===== config.mk =====
export PLATFORM = sky130hd
export DESIGN_NAME = zad_event_unit
export DESIGN_NICKNAME = d
export VERILOG_FILES = /design/src/rtl/zad_pkg.sv /design/src/rtl/zad_detect.sv /design/src/rtl/zad_suppress.sv /design/src/rtl/zad_event_unit.sv
export SDC_FILE = /design/constraint.sdc
export NUM_CORES = 1
export LEC_CHECK = 0
export BUFFER_PORTS_ARGS = -buffer_cell sky130_fd_sc_hd__buf_2
export CORE_AREA = 10 10 184 186
export CTS_CLUSTER_SIZE = 24
export DETAILED_ROUTE_END_ITERATION = 8
export DIE_AREA = 0 0 194 196
export GPL_TIMING_DRIVEN = 0
export RECOVER_POWER = 100
export REMOVE_ABC_BUFFERS = 1
export SETUP_SLACK_MARGIN = 0.15
export SLEW_MARGIN = 20
export SYNTH_ARGS = -nofsm -noshare
export SYNTH_HDL_FRONTEND = slang
export SYNTH_SLANG_ARGS = --single-unit

===== constraint.sdc =====
create_clock -name clk_i -period 1.4 [get_ports clk_i]
set_clock_uncertainty 0.1 [all_clocks]
set_input_delay 0.21 -clock clk_i [delete_from_list [all_inputs] [get_ports clk_i]]
set_output_delay 0.21 -clock clk_i [all_outputs]
set_load 0.01 [all_outputs]

===== src/rtl/zad_pkg.sv =====
package zad_pkg;
  typedef enum logic [1:0] {
    CHK_PLAIN = 2'd0,
    CHK_LEN   = 2'd1,
    CHK_LEN24 = 2'd2,
    CHK_BX    = 2'd3
  } chk_mode_e;

  localparam int unsigned NUM_OPS     = 2;
  localparam int unsigned SHORT_LEN_W = 24;
  localparam logic [7:0]  TXN_OPC_HI  = 8'hE5;
  localparam logic [7:0]  TXN_OPC_LO0 = 8'h60;
  localparam logic [7:0]  TXN_OPC_LO1 = 8'h61;
endpackage


===== src/rtl/zad_detect.sv =====
module zad_detect
  import zad_pkg::*;
#(
  parameter int unsigned ADDR_W = 64,
  parameter int unsigned NUM_W  = 4
) (
  input  chk_mode_e               mode_i,
  input  logic                    two_op_i,
  input  logic [NUM_OPS-1:0][ADDR_W-1:0] addr_i,
  input  logic [NUM_OPS-1:0][ADDR_W-1:0] len_i,
  input  logic [NUM_W-1:0]        base_num_i,
  input  logic [NUM_W-1:0]        index_num_i,
  output logic                    hit_o
);
  localparam int unsigned SL_W = (SHORT_LEN_W < ADDR_W) ? SHORT_LEN_W : ADDR_W;

  logic [NUM_OPS-1:0] op_zero, len_hit, len24_hit;

  for (genvar g = 0; g < NUM_OPS; g++) begin : g_op
    logic op_used;
    if (g == 0) begin : g_first
      assign op_used = 1'b1;
    end else begin : g_rest
      assign op_used = two_op_i;
    end
    assign op_zero[g]   = op_used && (addr_i[g] == '0);
    assign len_hit[g]   = op_zero[g] && (len_i[g] != '0);
    assign len24_hit[g] = op_zero[g] && (len_i[g][SL_W-1:0] != '0);
  end

  logic              base_used, index_used, bx_hit;
  logic [ADDR_W-1:0] bx_sum;

  assign base_used  = (base_num_i != '0);
  assign index_used = (index_num_i != '0);
  assign bx_sum     = addr_i[0] + addr_i[1];  // wraps at ADDR_W

  always_comb begin
    unique case ({base_used, index_used})
      2'b10:   bx_hit = (addr_i[0] == '0);
      2'b01:   bx_hit = (addr_i[1] == '0);
      2'b11:   bx_hit = (addr_i[0] == '0) || (bx_sum == '0);
      default: bx_hit = 1'b0;
    endcase
  end

  always_comb begin
    unique case (mode_i)
      CHK_PLAIN: hit_o = |op_zero;
      CHK_LEN:   hit_o = |len_hit;
      CHK_LEN24: hit_o = |len24_hit;
      CHK_BX:    hit_o = bx_hit;
      default:   hit_o = 1'b0;
    endcase
  end
endmodule


===== src/rtl/zad_suppress.sv =====
module zad_suppress
  import zad_pkg::*;
(
  input  logic       supp_en_i,
  input  logic       supp_class_i,
  input  logic       txn_active_i,
  input  logic       ifetch_class_i,
  input  logic [7:0] opc_hi_i,
  input  logic [7:0] opc_lo_i,
  output logic       suppress_o
);
  logic txn_begin_op;

  assign txn_begin_op = (opc_hi_i == TXN_OPC_HI) &&
                        ((opc_lo_i == TXN_OPC_LO0) || (opc_lo_i == TXN_OPC_LO1));

  assign suppress_o = supp_en_i && supp_class_i &&
                      (txn_active_i || (ifetch_class_i && txn_begin_op));
endmodule


===== src/rtl/zad_event_unit.sv =====
module zad_event_unit
  import zad_pkg::*;
#(
  parameter int unsigned ADDR_W = 64,
  parameter int unsigned NUM_W  = 4,
  parameter int unsigned IA_W   = 64
) (
  input  logic              clk_i,
  input  logic              rst_ni,
  input  logic              chk_valid_i,
  input  logic [1:0]        chk_mode_i,
  input  logic              two_op_i,
  input  logic [ADDR_W-1:0] addr_a_i,
  input  logic [ADDR_W-1:0] addr_b_i,
  input  logic [ADDR_W-1:0] len_a_i,
  input  logic [ADDR_W-1:0] len_b_i,
  input  logic [NUM_W-1:0]  base_num_i,
  input  logic [NUM_W-1:0]  index_num_i,
  input  logic              zad_en_i,
  input  logic              supp_en_i,
  input  logic              supp_class_i,
  input  logic              ifetch_class_i,
  input  logic              txn_active_i,
  input  logic [7:0]        opc_hi_i,
  input  logic [7:0]        opc_lo_i,
  input  logic [IA_W-1:0]   inst_addr_i,
  output logic              event_o,
  output logic [IA_W-1:0]   event_addr_o
);
  logic hit, suppress, fire;
  logic [NUM_OPS-1:0][ADDR_W-1:0] addr_v, len_v;

  assign addr_v = {addr_b_i, addr_a_i};
  assign len_v  = {len_b_i, len_a_i};

  zad_detect #(.ADDR_W(ADDR_W), .NUM_W(NUM_W)) u_detect (
    .mode_i      (chk_mode_e'(chk_mode_i)),
    .two_op_i    (two_op_i),
    .addr_i      (addr_v),
    .len_i       (len_v),
    .base_num_i  (base_num_i),
    .index_num_i (index_num_i),
    .hit_o       (hit)
  );

  zad_suppress u_suppress (
    .supp_en_i      (supp_en_i),
    .supp_class_i   (supp_class_i),
    .txn_active_i   (txn_active_i),
    .ifetch_class_i (ifetch_class_i),
    .opc_hi_i       (opc_hi_i),
    .opc_lo_i       (opc_lo_i),
    .suppress_o     (suppress)
  );

  assign fire = chk_valid_i && zad_en_i && hit && !suppress;

  always_ff @(posedge clk_i or negedge rst_ni) begin
    if (!rst_ni) begin
      event_o      <= 1'b0;
      event_addr_o <= '0;
    end else begin
      event_o <= fire;
      if (fire) event_addr_o <= inst_addr_i;
    end
  end

  assert_event_needs_strobe_R9: assert property (@(posedge clk_i) disable iff (!rst_ni)
    event_o |-> $past(chk_valid_i));

  assert_event_needs_enable_R6: assert property (@(posedge clk_i) disable iff (!rst_ni)
    event_o |-> $past(zad_en_i));

  assert_txn_suppress_R7: assert property (@(posedge clk_i) disable iff (!rst_ni)
    event_o |-> !$past(supp_en_i && supp_class_i && txn_active_i));

  assert_opcode_suppress_R8: assert property (@(posedge clk_i) disable iff (!rst_ni)
    event_o |-> !$past(supp_en_i && supp_class_i && ifetch_class_i &&
                       opc_hi_i == 8'hE5 && (opc_lo_i == 8'h60 || opc_lo_i == 8'h61)));

  assert_capture_addr_R10: assert property (@(posedge clk_i) disable iff (!rst_ni)
    event_o |-> (event_addr_o == $past(inst_addr_i)));

  assert_hold_addr_R10: assert property (@(posedge clk_i) disable iff (!rst_ni)
    !event_o |-> $stable(event_addr_o));

  assert_unused_regs_R5: assert property (@(posedge clk_i) disable iff (!rst_ni)
    (chk_valid_i && chk_mode_i == 2'd3 && base_num_i == '0 && index_num_i == '0)
      |=> !event_o);

  assert_short_len_zero_R4: assert property (@(posedge clk_i) disable iff (!rst_ni)
    (chk_valid_i && chk_mode_i == 2'd2 && len_a_i[23:0] == '0 && len_b_i[23:0] == '0)
      |=> !event_o);
endmodule


# ---- Word-level counts from Yosys, hierarchy flattened
# Cells that the tools add are included.
dict set report totals {
  word_cells 43
  inputBits 355
  out_inout_bits 65
  register_bits 65
}
dict set report op_classes {
  n_reduce_logical 29
  eq_ne 9
  addsub 1
  muxes 2
}
# op count
set ops {}
lappend ops {{zero test 64 bit} 3}
lappend ops {{nonzero test 64 bit} 2}
lappend ops {{adder 64 bit} 1}
lappend ops {{nonzero test 24 bit} 2}
lappend ops {{== test 8 x 7 -> 1 bit, second input constant} 2}
lappend ops {{logical AND 1 bit} 12}
lappend ops {{== test 2 bit, second input constant} 4}
lappend ops {{== test 8 bit, second input constant} 1}
lappend ops {{nonzero test 4 bit} 2}
lappend ops {{OR reduction 2 bit} 3}
lappend ops {{== test 2 x 1 -> 1 bit, second input constant} 2}
lappend ops {{one-hot mux 1 bit (4 select lines)} 1}
lappend ops {{logical OR 1 bit} 3}
lappend ops {{one-hot mux 1 bit (3 select lines)} 1}
lappend ops {{zero test 2 bit} 1}
lappend ops {{zero test 1 bit} 1}

# ---- Longest topological paths before layout
# Gate-level depths: netlist (run 1).
dict set report logic_depth {
  ltp_word 8
  mapped_depth 17
  mapped_depth_nobuf 13
}

# ---- By module
# From an unflattened synthesis (run 1), not the netlist that was laid out.
dict set report unflattened {
  cells_unflattened 1008
  area_unflattened_um2 8217.9
}
# module cells_per_inst instances area_each_um2
set by_module_without_submodules {}
lappend by_module_without_submodules {zad_detect 863 1 5520.3}
lappend by_module_without_submodules {zad_event_unit 138 1 2631.3}
lappend by_module_without_submodules {zad_suppress 7 1 66.3}

# ---- Worst setup path before layout (run 1)
# No wires, ideal clock.
dict set report synth_path {
  path_type {input-to-reg}
  start {input port addr_a_i[0]}
  end {register event_addr_o[0]}
  stages 16
  path_buffers 3
  setup_ns 0.126
  required_ns 1.174
  t_arrival_ns 4.088
  slack_ns -2.914
  cell_sequence {ha_1 > fa_1 > a211oi_2 > o211ai_1 > a211oi_4 > nor3_1 > a2111oi_2 > nand4b_1 > or4_1 > or4b_1 > or4_1 > buf_4 > buf_6 > buf_2 > a31oi_1 > nand3_1}
}
dict set report synth_between {
  elab_chain_cells 7
  word_cells_on_any_way 13
}
# element line_no
set synth_rtl {}
lappend synth_rtl {{start: declaration} zad_event_unit.sv:13} ;# input logic [ADDR_W-1:0] addr_a_i,
lappend synth_rtl {{adder 64 bit} zad_detect.sv:36} ;# assign bx_sum = addr_i[0] + addr_i[1];
lappend synth_rtl {{zero test 64 bit} zad_detect.sv:42} ;# 2'b11: bx_hit = (addr_i[0] == '0) || (bx_sum == '0);
lappend synth_rtl {{logical OR 1 bit} zad_detect.sv:42}
lappend synth_rtl {{one-hot mux 1 bit (3 select lines)} zad_detect.sv:39} ;# unique case ({base_used, index_used})
lappend synth_rtl {{one-hot mux 1 bit (4 select lines) *} zad_detect.sv:48} ;# unique case (mode_i)
lappend synth_rtl {{logical AND 1 bit * (2 in a row)} zad_event_unit.sv:56} ;# assign fire = chk_valid_i && zad_en_i && hit && !suppress;
lappend synth_rtl {{end signal: assignment} zad_event_unit.sv:64} ;# if (fire) event_addr_o <= inst_addr_i;
lappend synth_rtl {{end: declaration} zad_event_unit.sv:28} ;# output logic [IA_W-1:0] event_addr_o
# Mark *: on every way between the ends. The rest lies on a longest branch, timed or not.
# A chain may end at the register's enable or synchronous reset.

# ---- Final worst setup path (run 1)
dict set report layout_path {
  start {input port addr_a_i[62]}
  end {register event_addr_o[37]}
}
# The elaborated chain is that of the path after synthesis.

==> results of run 1 <==
## sequential cells by signal, indices dropped and copies added, names as in the netlist
register      cells
event_addr_o     64
event_o           1
## synthesized netlist by cell type, types with 12 or more instances
library cell  number
nand2_1          313
nand3_1          149
o21ai_0          132
a21oi_1          100
clkbuf_1          90
nor4_1            85
nor2_1            83
a31oi_1           72
or3_1             72
dfrtp_1           65
ha_1              63
nand4_1           46
nor3_1            30
xnor2_1           18
inv_1             17
o21a_1            15
o211ai_1          13
or4_1             12
xor2_1            12
## logic make-up after synthesis
family          Yosys count  share of synthesized area
simple gates            845                      0.399
fa+ha+maj                64                     0.0773
flops                    65                      0.156
xor+xnor                 30                     0.0251
buf+inv                 125                     0.0510
compound gates          460                      0.279
mux                      13                     0.0133
## routing by layer
layer / routed length (um) / part of all wire / GRT usage / up-vias
met3: 4850 / 0.081 / 0.0394 / 106
met1: 25400 / 0.42 / 0.391 / 7226
met5: 0 / 0 / 0 / -
met2: 27800 / 0.46 / 0.467 / 812
li1: - / - / - / 6921
met4: 2030 / 0.034 / 0.110 / 0
## metrics by stage
stage	hold slack (ns)	setup TNS (ns)	setup slack [ns]
final	0.0949	-185.80	-2.94
after global routing	0.109	-194.95	-3.03
after CTS	0.0864	-187.32	-2.95
after detailed placement	0.0940	-263.53	-4.15
after global placement	0.433	-545.92	-8.03
after floorplan	-0.186	-310.64	-4.79
## worst reg2reg max path, cell delays in order (launching register included)
cell     delay (ns)
dfrtp_1        0.39
buf_4          0.15
nand2_1        0.06
o21ai_0        0.11
a31oi_1        0.16
nand3_1        0.09
## power by group through the flow
| stage | registers [uW] | clock network (uW) | logic, uW |
|---|---|---|---|
| finish | 1900 | 2730 | 4970 |
| detailed placement | 1930 | 0 | 4290 |
| floorplan | 1930 | 0 | 2520 |
| global route | 1900 | 2850 | 5320 |
| global placement | 1930 | 0 | 4270 |
| CTS | 1890 | 2750 | 4530 |
## cell type report
class | instances | area share
clock buffer | 9 | 0.0154
tap | 396 | 0.0338
sequential | 65 | 0.111
antenna | 8 | 0.00137
timing repair buffer | 484 | 0.196
multi-input combinational | 1417 | 0.630
clock inverter | 7 | 0.00855
inverter | 17 | 0.00436
## worst paths after layout
check | slack (ns) | depth (start not counted) | from | endpoint
min | 0.09 | 4 | inst_addr_i[38] | event_addr_o[38]$_DFFE_PN0P_
max reg2reg | 0.23 | 5 | event_addr_o[52]$_DFFE_PN0P_ | event_addr_o[52]$_DFFE_PN0P_
min reg2reg | 0.47 | 2 | event_addr_o[42]$_DFFE_PN0P_ | event_addr_o[42]$_DFFE_PN0P_
max | -2.94 | 15 | addr_a_i[62] | event_addr_o[37]$_DFFE_PN0P_
min in group asynchronous | 0.43 | 2 | rst_ni | event_addr_o[4]$_DFFE_PN0P_
max in group asynchronous | 0.05 | 3 | rst_ni | event_addr_o[44]$_DFFE_PN0P_
## repair_timing
item,CTS,global route
setup endpoints to repair,65,84
resized for setup,86,119
buffers inserted,14,25
hold buffers,1,0
hold endpoints to repair,32,0
gates cloned,10,0
pin swaps,61,27
==> metrics.yaml, run 1 <==
outcome: "complete, but fails checks"
violations: "setup timing"
min_path_type: "in -> reg"
n_fill_cell: 3146
fin_ws_ns: -2.94
numCtsBuffers: 9
setup_viol: 65
grt_pass1_wl_um: 88400
cts_tree: "yes"
clkPwrFrac: 0.284
max_stage_delay_ns: 0.61
first_iter_violations: 1545
path_max_fanout: 18
pwr-share-seq: 0.198
layout-drive-gt1-share: 0.305
dp_hpwl_um: 47800
synth.yosys.seq_area_share: 0.156
ys.warnings.count: 0
viasPerCell: 6.27
synth-edff-count: 0
die_y_um: 196
start_kind: "input pin"
crit_path_frequent_cell: "or4_1"
chipWidth_um: 194
root_buffer: "clkbuf_16"
power_density_nw_per_um2: 655
drv_slew: 0
pwr-share-comb: 0.518
worstMarginPinSlew_ns: 1.11
yosys.area.top_type: "dfrtp_1"
synthCells: 1602
crit_required_ns: 1.57
synth-async-reset-ratio: 1.00
critical_path_arrival_ns: 4.51
fin_util: 0.484
grt_setup_unrepaired: "true"
track_usage: 0.292
synth-main-ff-cell: "dfrtp_1"
gp_congestion: 1.06
fmax_mhz: 231
grt_pass1_vias: 14400
final_cell_mix: "buf_2 (350), nand2_1 (310), nand3_1 (139)"
core-area_um2: 30300
start_util: 0.346
nets: 2413
hold_viol: 0
cts_max_path_buffers: 2
critical-path-top-delay-family: "simple AND/OR/NAND/NOR gates"
path_buf_inv: 3
wl_per_cell_um: 25.0
finalCritPeriodShare: 3.10
ys_ff_latch: 65
fin_crit_ns: 4.34
drv_cap: 0
slowest_stage: "or4_4"
multi_input_area_um2: 9220
yosys.area.top_type_share: 0.156
ir_worst_vdd_mv: 0.477
crit_path_cell_trace: "buf_2, ha_1, a21oi_1, o21a_1, nor2_1, or4_1, nor3_1, nand4_1, or4_1, or4b_4, or4_4, buf_6, buf_16, or3_1, nand3_1"
drc: 0
final_common_cell: "buf_2"
dieArea_um2: 38000
synth_area_leaders: "dfrtp_1 (16%), nand2_1 (11%), ha_1 (7.5%)"
register_area_um2: 1630
syn-cell-area_um2: 10500
grt_max_degree: 79
final_cells: 2403
portBuffers: 418
ant_nets: 0
dpl_cell_area_um2: 13000
gr-total-overflow: 0
first_pass_iters: 6
rows: 64
cts_sinks: 65
cellInternalPower_uw: 5530
syn_to_final_growth_pct: 40.0
routed_wl_um: 60100
ys_types: 82
relSlewSlack: 0.235
worstSetupPathType: "in -> reg"
avgSynthCellArea_um2: 6.53
dpl.cell_count: 2329
clock_latency_ns: 0.34
critPathCaptureType: "flip-flop"
path_clk_slew_ns: 0.06
power_uw: 9590
post-route-cell-area_um2: 14600
cellLeakagePower_uw: 0.00623
antenna_found_initial: 5
vias: 15100
p_sw_uw: 4060
io_pins: 420
htreeDepth: 3
p_sw_frac: 0.424
Power figures use the tool's default switching activity.
==> run 2: changes to the inputs <==
--- a/config.mk
+++ b/config.mk
@@ -5,11 +5,12 @@
 export SDC_FILE = /design/constraint.sdc
 export NUM_CORES = 1
 export LEC_CHECK = 0
+export ABC_AREA = 1
 export BUFFER_PORTS_ARGS = -buffer_cell sky130_fd_sc_hd__buf_2
-export CORE_AREA = 10 10 184 186
+export CORE_AREA = 10 10 174 176
 export CTS_CLUSTER_SIZE = 24
 export DETAILED_ROUTE_END_ITERATION = 8
-export DIE_AREA = 0 0 194 196
+export DIE_AREA = 0 0 184 186
 export GPL_TIMING_DRIVEN = 0
 export RECOVER_POWER = 100
 export REMOVE_ABC_BUFFERS = 1
==> run 2 against run 1 <==
  * The run still ends with setup timing left
  * Global-route usage decreased by 3.3 points
  * Sequential share of layout area up 0.79 points
  * Die area down 10%
  * Synthesized cell count is 4.8% higher
  * Core utilization is 2.7 points higher
  * Highest routed layer unchanged
  * Combinational power increased by 7.0%
  * Critical path type unchanged
  * Final area fell by 6.7%
  * Synthesized area decreased by 12%
  * Register-to-register slack improved by 0.40 ns
  * Fmax up 36%
==> metrics.yaml, run 2 <==
synth-edff-count: 0  # unchanged
drv_cap: 0  # unchanged
min_path_type: "in -> reg"
hold_viol: 0  # unchanged
die_y_um: 186  # -5.1%
ys_types: 37  # -55%
avgSynthCellArea_um2: 5.48  # -16%
rows: 60  # -6.3%
hold_end: "event_addr_o[46]$_DFFE_PN0P_"
ant_nets: 0  # unchanged
clock_latency_ns: 0.34  # about the same
yosysMostFrequentCell: "nand2_1"
hold_start: "inst_addr_i[46]"
clkPwrFrac: 0.237  # -0.047
yosys.area.top_type_share: 0.282  # +0.126
core-area_um2: 26700  # -12%
outcome: "complete, but fails checks"
dp_hpwl_um: 39200  # -18%
synth_area_leaders: "nand2_1 (28%), dfrtp_1 (18%), inv_1 (12%)"
synth.yosys.seq_area_share: 0.177  # +0.0213
first_iter_violations: 944  # -39%
start_kind: "input pin"
first_pass_iters: 5  # -1
largest_reg_flops: 64  # unchanged
ys.warnings.count: 0  # unchanged
drc: 0  # unchanged
portBuffers: 418  # unchanged
cts_sinks: 65  # unchanged
fin_util: 0.511  # +0.0273
setup_viol: 65  # unchanged
critPathCaptureType: "flip-flop"
p_sw_uw: 4500  # +11%
ir_worst_vdd_mv: 0.551  # +16%
critical_path_arrival_ns: 3.31  # -1.20 ns
yosys.area.top_type: "nand2_1"
rr_endpoint: "event_addr_o[11]$_DFFE_PN0P_"
cellLeakagePower_uw: 0.00739  # +19%
final_common_cell: "nand2_1"
routed_wl_um: 48000  # -20%
top_regs: "event_addr_o: 64 flops, event_o: 1 flops"
drv_slew: 0  # unchanged
fmax_mhz: 314  # +36%
synth-async-reset-ratio: 1.00  # unchanged
fin_ws_ns: -1.79  # +1.15 ns
root_buffer: "clkbuf_16"
pwr-share-seq: 0.255  # +0.057
grt_pass1_vias: 11700  # -19%
grt_setup_unrepaired: "true"
cts_max_path_buffers: 2  # unchanged
cts_tree: "yes"
reg2reg_depth: 2  # -3
pwr-share-comb: 0.508  # -0.010
synth_commonest_cells: "nand2_1 (691), inv_1 (283), nor2_1 (141), nand3_1 (131), nor4_1 (67)"
top_register: "event_addr_o"
path_clk_slew_ns: 0.06  # about the same
crit_required_ns: 1.52  # -0.05 ns
dieArea_um2: 34200  # -10%
viasPerCell: 5.04  # -20%
place_ws_ns: -3.36  # +0.793 ns
io_pins: 420  # unchanged
syn_to_final_growth_pct: 48.5
worstSetupPathType: "in -> reg"
violations: "setup timing"
syn-cell-area_um2: 9200  # -12%
relSlewSlack: 0.446  # +0.211
synth-main-ff-cell: "dfrtp_1"
r2r-start: "event_addr_o[11]$_DFFE_PN0P_"
start_util: 0.344  # -0.00137
whs_path_depth: 3  # -1
nets: 2559  # +6.1%
synthCells: 1679  # +4.8%
track_usage: 0.259  # -0.0325
p_sw_frac: 0.430  # +0.00647
cellInternalPower_uw: 5960  # +7.9%
vias: 12500  # -17%
worstMarginPinSlew_ns: 0.831  # -0.284 ns
finalCritPeriodShare: 2.28  # -0.821
numCtsBuffers: 9  # unchanged
power_density_nw_per_um2: 766  # +17%
layout-drive-gt1-share: 0.320  # +0.0151
grt_pass1_wl_um: 68300  # -23%
path_max_fanout: 8  # -10
chipWidth_um: 184  # -5.2%
grt_max_degree: 55  # -30%
fin_crit_ns: 3.19  # -1.15 ns
final_cell_mix: "nand2_1 (572), buf_2 (350), inv_1 (280)"
wl_per_cell_um: 19.3  # -23%
ys_ff_latch: 65  # unchanged
gr-total-overflow: 0  # unchanged
r2r_slack_ns: 0.63  # +0.40 ns
gp_congestion: 1.05  # -0.29%
htreeDepth: 3  # unchanged
antenna_found_initial: 5  # unchanged
[run 2: how the worst max path moves through the flow]
stage	from	to	slack, ns	cells past startpoint
5_1_grt	addr_b_i[43]	event_addr_o[22]$_DFFE_PN0P_	-1.98	24
6_report	addr_b_i[52]	event_addr_o[22]$_DFFE_PN0P_	-1.79	13
4_1_cts	addr_b_i[0]	event_addr_o[42]$_DFFE_PN0P_	-1.75	28
3_3_place_gp	addr_b_i[52]	event_addr_o[39]$_DFFE_PN0P_	-4.74	9
3_5_place_dp	addr_a_i[0]	event_addr_o[37]$_DFFE_PN0P_	-3.36	27
2_1_floorplan	addr_a_i[0]	event_addr_o[0]$_DFFE_PN0P_	-2.51	26
[run 2: stage by stage]
stage | std cells | hold slack (ns) | area (um^2) | setup TNS, ns | power, uW
final | 2489 | 0.00744 | 13700 | -111.94 | 10500
after global routing | 2489 | 0.0129 | 13700 | -128.69 | 11200
after CTS | 2478 | 0.000515 | 13000 | -112.10 | 10200
after detailed placement | 2418 | -0.0256 | 11600 | -215.82 | 7110
after global placement | 2417 | 0.338 | 11500 | -328.97 | 7040
after floorplan | 1658 | -0.186 | 9020 | -163.15 | 5050
[run 2: kinds of logic (layout without fill, tap and decap cells)]
kind of cell | after synthesis | after routing | synth area share
adders and majority gates | 64 | 64 | 0.0879
DFF | 65 | 65 | 0.177
buffers and inverters | 313 | 769 | 0.138
AOI/OAI and AO/OA | 100 | 101 | 0.0598
xor gates and xnor gates | 17 | 17 | 0.0162
and+or+nand+nor | 1120 | 1129 | 0.521
other | 0 | 3 | 0
[run 2: repair_timing]
| action | in CTS | in global routing |
|---|---|---|
| cloned | 10 | 1 |
| hold buffers | 20 | 0 |
| hold endpoints to repair | 84 | 0 |
| setup endpoints to repair | 65 | 65 |
| buffers inserted | 14 | 7 |
| gates resized for setup | 157 | 167 |
| pin swaps | 32 | 44 |
[run 2: layer usage]
| metal | part of all wire | up-vias | global-route usage |
|---|---|---|---|
| li1 | - | 6250 | - |
| met1 | 0.42 | 5723 | 0.333 |
| met2 | 0.47 | 500 | 0.430 |
| met3 | 0.079 | 67 | 0.0577 |
| met4 | 0.024 | 0 | 0.0616 |
| met5 | 0 | - | 0 |
[run 2: area by class of cell]
cell class              count  area, um^2
diodes                      3        7.51
repair buffers            461        2520
fillers                  2859       13100
multi-input cells        1311        7660
flip-flops and latches     65        1630
inverters                 292        1100
clock buffers               9         225
clock inverters             7        98.8
well taps                 341         427
[run 2: critical path, cell delays in order]
cell     delay, ns
buf_2         0.12
nor4_1        0.35
nand4_1       0.40
or4_4         0.66
nor2_4        0.25
o31ai_1       0.21
nand3_1       0.13
nand2_2       0.22
nand2_8       0.25
buf_12        0.14
nand2_4       0.14
nand2_2       0.13
nand2_1       0.07
[run 2: power by group through the flow]
stage          Combinational (uW)  Sequential (uW)  Clock, uW
3_3_place_gp                 4500             2540          0
3_5_place_dp                 4550             2560          0
5_1_grt                      5840             2720       2610
4_1_cts                      5060             2590       2520
2_1_floorplan                2270             2780          0
6_report                     5320             2670       2480
==> run 3: changes to the inputs <==
--- a/config.mk
+++ b/config.mk
@@ -12,6 +12,7 @@
 export DETAILED_ROUTE_END_ITERATION = 8
 export DIE_AREA = 0 0 184 186
 export GPL_TIMING_DRIVEN = 0
+export HOLD_SLACK_MARGIN = 0.1
 export RECOVER_POWER = 100
 export REMOVE_ABC_BUFFERS = 1
 export SETUP_SLACK_MARGIN = 0.15
==> run 3 against run 2 <==
  * Largest power group unchanged
  * Clock power is essentially flat
  * Critical path depth grew 11
  * Register-to-register slack about the same
  * Critical endpoint is now event_addr_o[50]$_DFFE_PN0P_
  * The run still ends with setup timing left
==> metrics.yaml, run 3 (synthesis gave the netlist of run 2 again) <==
dpl_cell_area_um2: 11600  # unchanged
top_register: "event_addr_o"
worst_hold_slack_ns: 0.374  # +0.366 ns
violations: "setup timing"
max_stage_delay_ns: 0.39  # -0.27 ns
rows: 60  # unchanged
relSlewSlack: 0.450  # +0.00346
ir_worst_vdd_mv: 0.554  # +0.46%
gr-total-overflow: 0  # unchanged
final_common_cell: "nand2_1"
core-area_um2: 26700  # unchanged
vias: 12700  # +1.6%
worstSetupPathType: "in -> reg"
grt_max_degree: 55  # unchanged
cts_tree: "yes"
grt_setup_unrepaired: "true"
die_y_um: 186  # unchanged
cellLeakagePower_uw: 0.00757  # +2.5%
clock_latency_ns: 0.34  # about the same
viasPerCell: 5.03  # -0.23%
gp_congestion: 1.05  # unchanged
numCtsBuffers: 9  # unchanged
fin_crit_ns: 3.18  # -0.00795 ns
drv_cap: 0  # unchanged
grt_pass1_vias: 12100  # +3.2%
syn_to_final_growth_pct: 53.4
wl_per_cell_um: 19.3  # about the same
path_max_fanout: 8  # unchanged
fin_ws_ns: -1.78  # +0.00795 ns
track_usage: 0.262  # +0.00335
setup_viol: 65  # unchanged
fmax_mhz: 315  # +0.25%
power_uw: 10600  # +1.4%
hold_viol: 0  # unchanged
grt_pass1_wl_um: 69400  # +1.7%
first_iter_violations: 1023  # +8.4%
drc: 0  # unchanged
largest_reg_flops: 64  # unchanged
start_util: 0.344  # unchanged
cts_max_path_buffers: 2  # unchanged
slowest_stage: "ha_2"
chipWidth_um: 184  # unchanged
min_path_type: "in -> async"
antenna_found_initial: 7  # +2
post-route-cell-area_um2: 14100  # +3.3%
portBuffers: 418  # unchanged
power_density_nw_per_um2: 752  # -1.9%
finalCritPeriodShare: 2.27  # -0.00568
ant_nets: 0  # unchanged
root_buffer: "clkbuf_16"
cts_sinks: 65  # unchanged
drv_slew: 0  # unchanged
path_clk_slew_ns: 0.06  # about the same
nets: 2604  # +1.8%
worstMarginPinSlew_ns: 0.825  # -0.00519 ns
critical_path_arrival_ns: 3.30  # about the same
fin_tns_setup_ns: -113.07  # -1.13 ns
dieArea_um2: 34200  # unchanged
io_pins: 420  # unchanged
first_pass_iters: 5  # unchanged
crit_path_cell_trace: "buf_2, ha_2, nand2_1, nor2_2, nand2_1, nor4_2, nand2_2, nand2_1, nand2_1, nand2_1, nand2_1, nor2_2, nand3_1, nor2_2, nand2_2, nand2_2, nand2_2, nand2_2, nand2_4, nand2_8, buf_12, nand2_8, nand2_4, nand2_2"
top_regs: "event_addr_o: 64 flops, event_o: 1 flops"
final_cell_mix: "nand2_1 (570), buf_2 (350), inv_1 (280)"
outcome: "complete, but fails checks"
layout-drive-gt1-share: 0.314  # -0.00658
htreeDepth: 3  # unchanged
crit_required_ns: 1.52  # about the same
start_kind: "input pin"
dp_hpwl_um: 39200  # unchanged
routed_wl_um: 48900  # +1.8%
fin_util: 0.528  # +0.0170
critPathCaptureType: "flip-flop"
[run 3: changes by cell type in the layout (fill, tap and decap cells not counted), sizes merged]
cell	delta
diode	+1
dlygate4sd3	+45
[run 3: final timing paths]
| path | from | cells past startpoint | slack, ns | end |
|---|---|---|---|---|
| max reg2reg | event_addr_o[11]$_DFFE_PN0P_ | 2 | 0.62 | event_addr_o[11]$_DFFE_PN0P_ |
| max | addr_b_i[43] | 24 | -1.78 | event_addr_o[50]$_DFFE_PN0P_ |
| max in group asynchronous | rst_ni | 3 | 0.07 | event_addr_o[36]$_DFFE_PN0P_ |
| min in group clk_i | event_addr_o[1]$_DFFE_PN0P_ | 2 | 0.38 | event_addr_o[1]$_DFFE_PN0P_ |
| min reg2reg | event_addr_o[1]$_DFFE_PN0P_ | 2 | 0.38 | event_addr_o[1]$_DFFE_PN0P_ |
| min | rst_ni | 2 | 0.37 | event_addr_o[29]$_DFFE_PN0P_ |
[run 3: what timing repair did]
item | in CTS | in global routing
pin swaps | 32 | 45
endpoints found under the hold margin | 129 | 0
cloned | 10 | 1
setup buffers | 14 | 7
setup endpoints to repair | 65 | 65
gates resized for setup | 157 | 166
hold buffers | 65 | 0
[run 3: final cells by class]
| type | count | area, um^2 |
|---|---|---|
| antenna | 4 | 10.0 |
| clock buffer | 9 | 225 |
| clock inverter | 7 | 98.8 |
| fill | 2806 | 12600 |
| inverter | 292 | 1100 |
| multi-input combinational | 1311 | 7650 |
| sequential | 65 | 1630 |
| tap | 341 | 427 |
| timing repair buffer | 506 | 2980 |
[run 3: through the flow]
step / instances / worst slack (ns)
5_1_grt: 2535 / -1.98
4_1_cts: 2523 / -1.75
3_3_place_gp: 2417 / -4.74
6_report: 2535 / -1.78
3_5_place_dp: 2418 / -3.36
2_1_floorplan: 1658 / -2.51
[run 3: per-layer routing]
metal | track usage | up-vias | wire, um
met5 | 0 | - | 12
met4 | 0.0737 | 2 | 1160
met3 | 0.0599 | 74 | 3910
met2 | 0.433 | 546 | 23300
met1 | 0.334 | 5781 | 20500
li1 | - | 6339 | -
[run 3: worst max-delay path, delay by kind of cell]
| family | cells | cell delay, ns |
|---|---|---|
| adder cells (fa/ha/maj) | 1 | 0.39 |
| AND/OR/NAND/NOR | 21 | 2.43 |
| buffers and inverters | 2 | 0.27 |
[run 3: power by group]
| group | switching [uW] | internal (uW) | leakage (uW) | total, uW |
|---|---|---|---|---|
| clock | 905 | 1570 | 0.000157 | 2480 |
| sequential | 349 | 2320 | 0.000819 | 2670 |
| combinational | 3310 | 2150 | 0.00660 | 5470 |
| total | 4570 | 6040 | 0.00757 | 10600 |
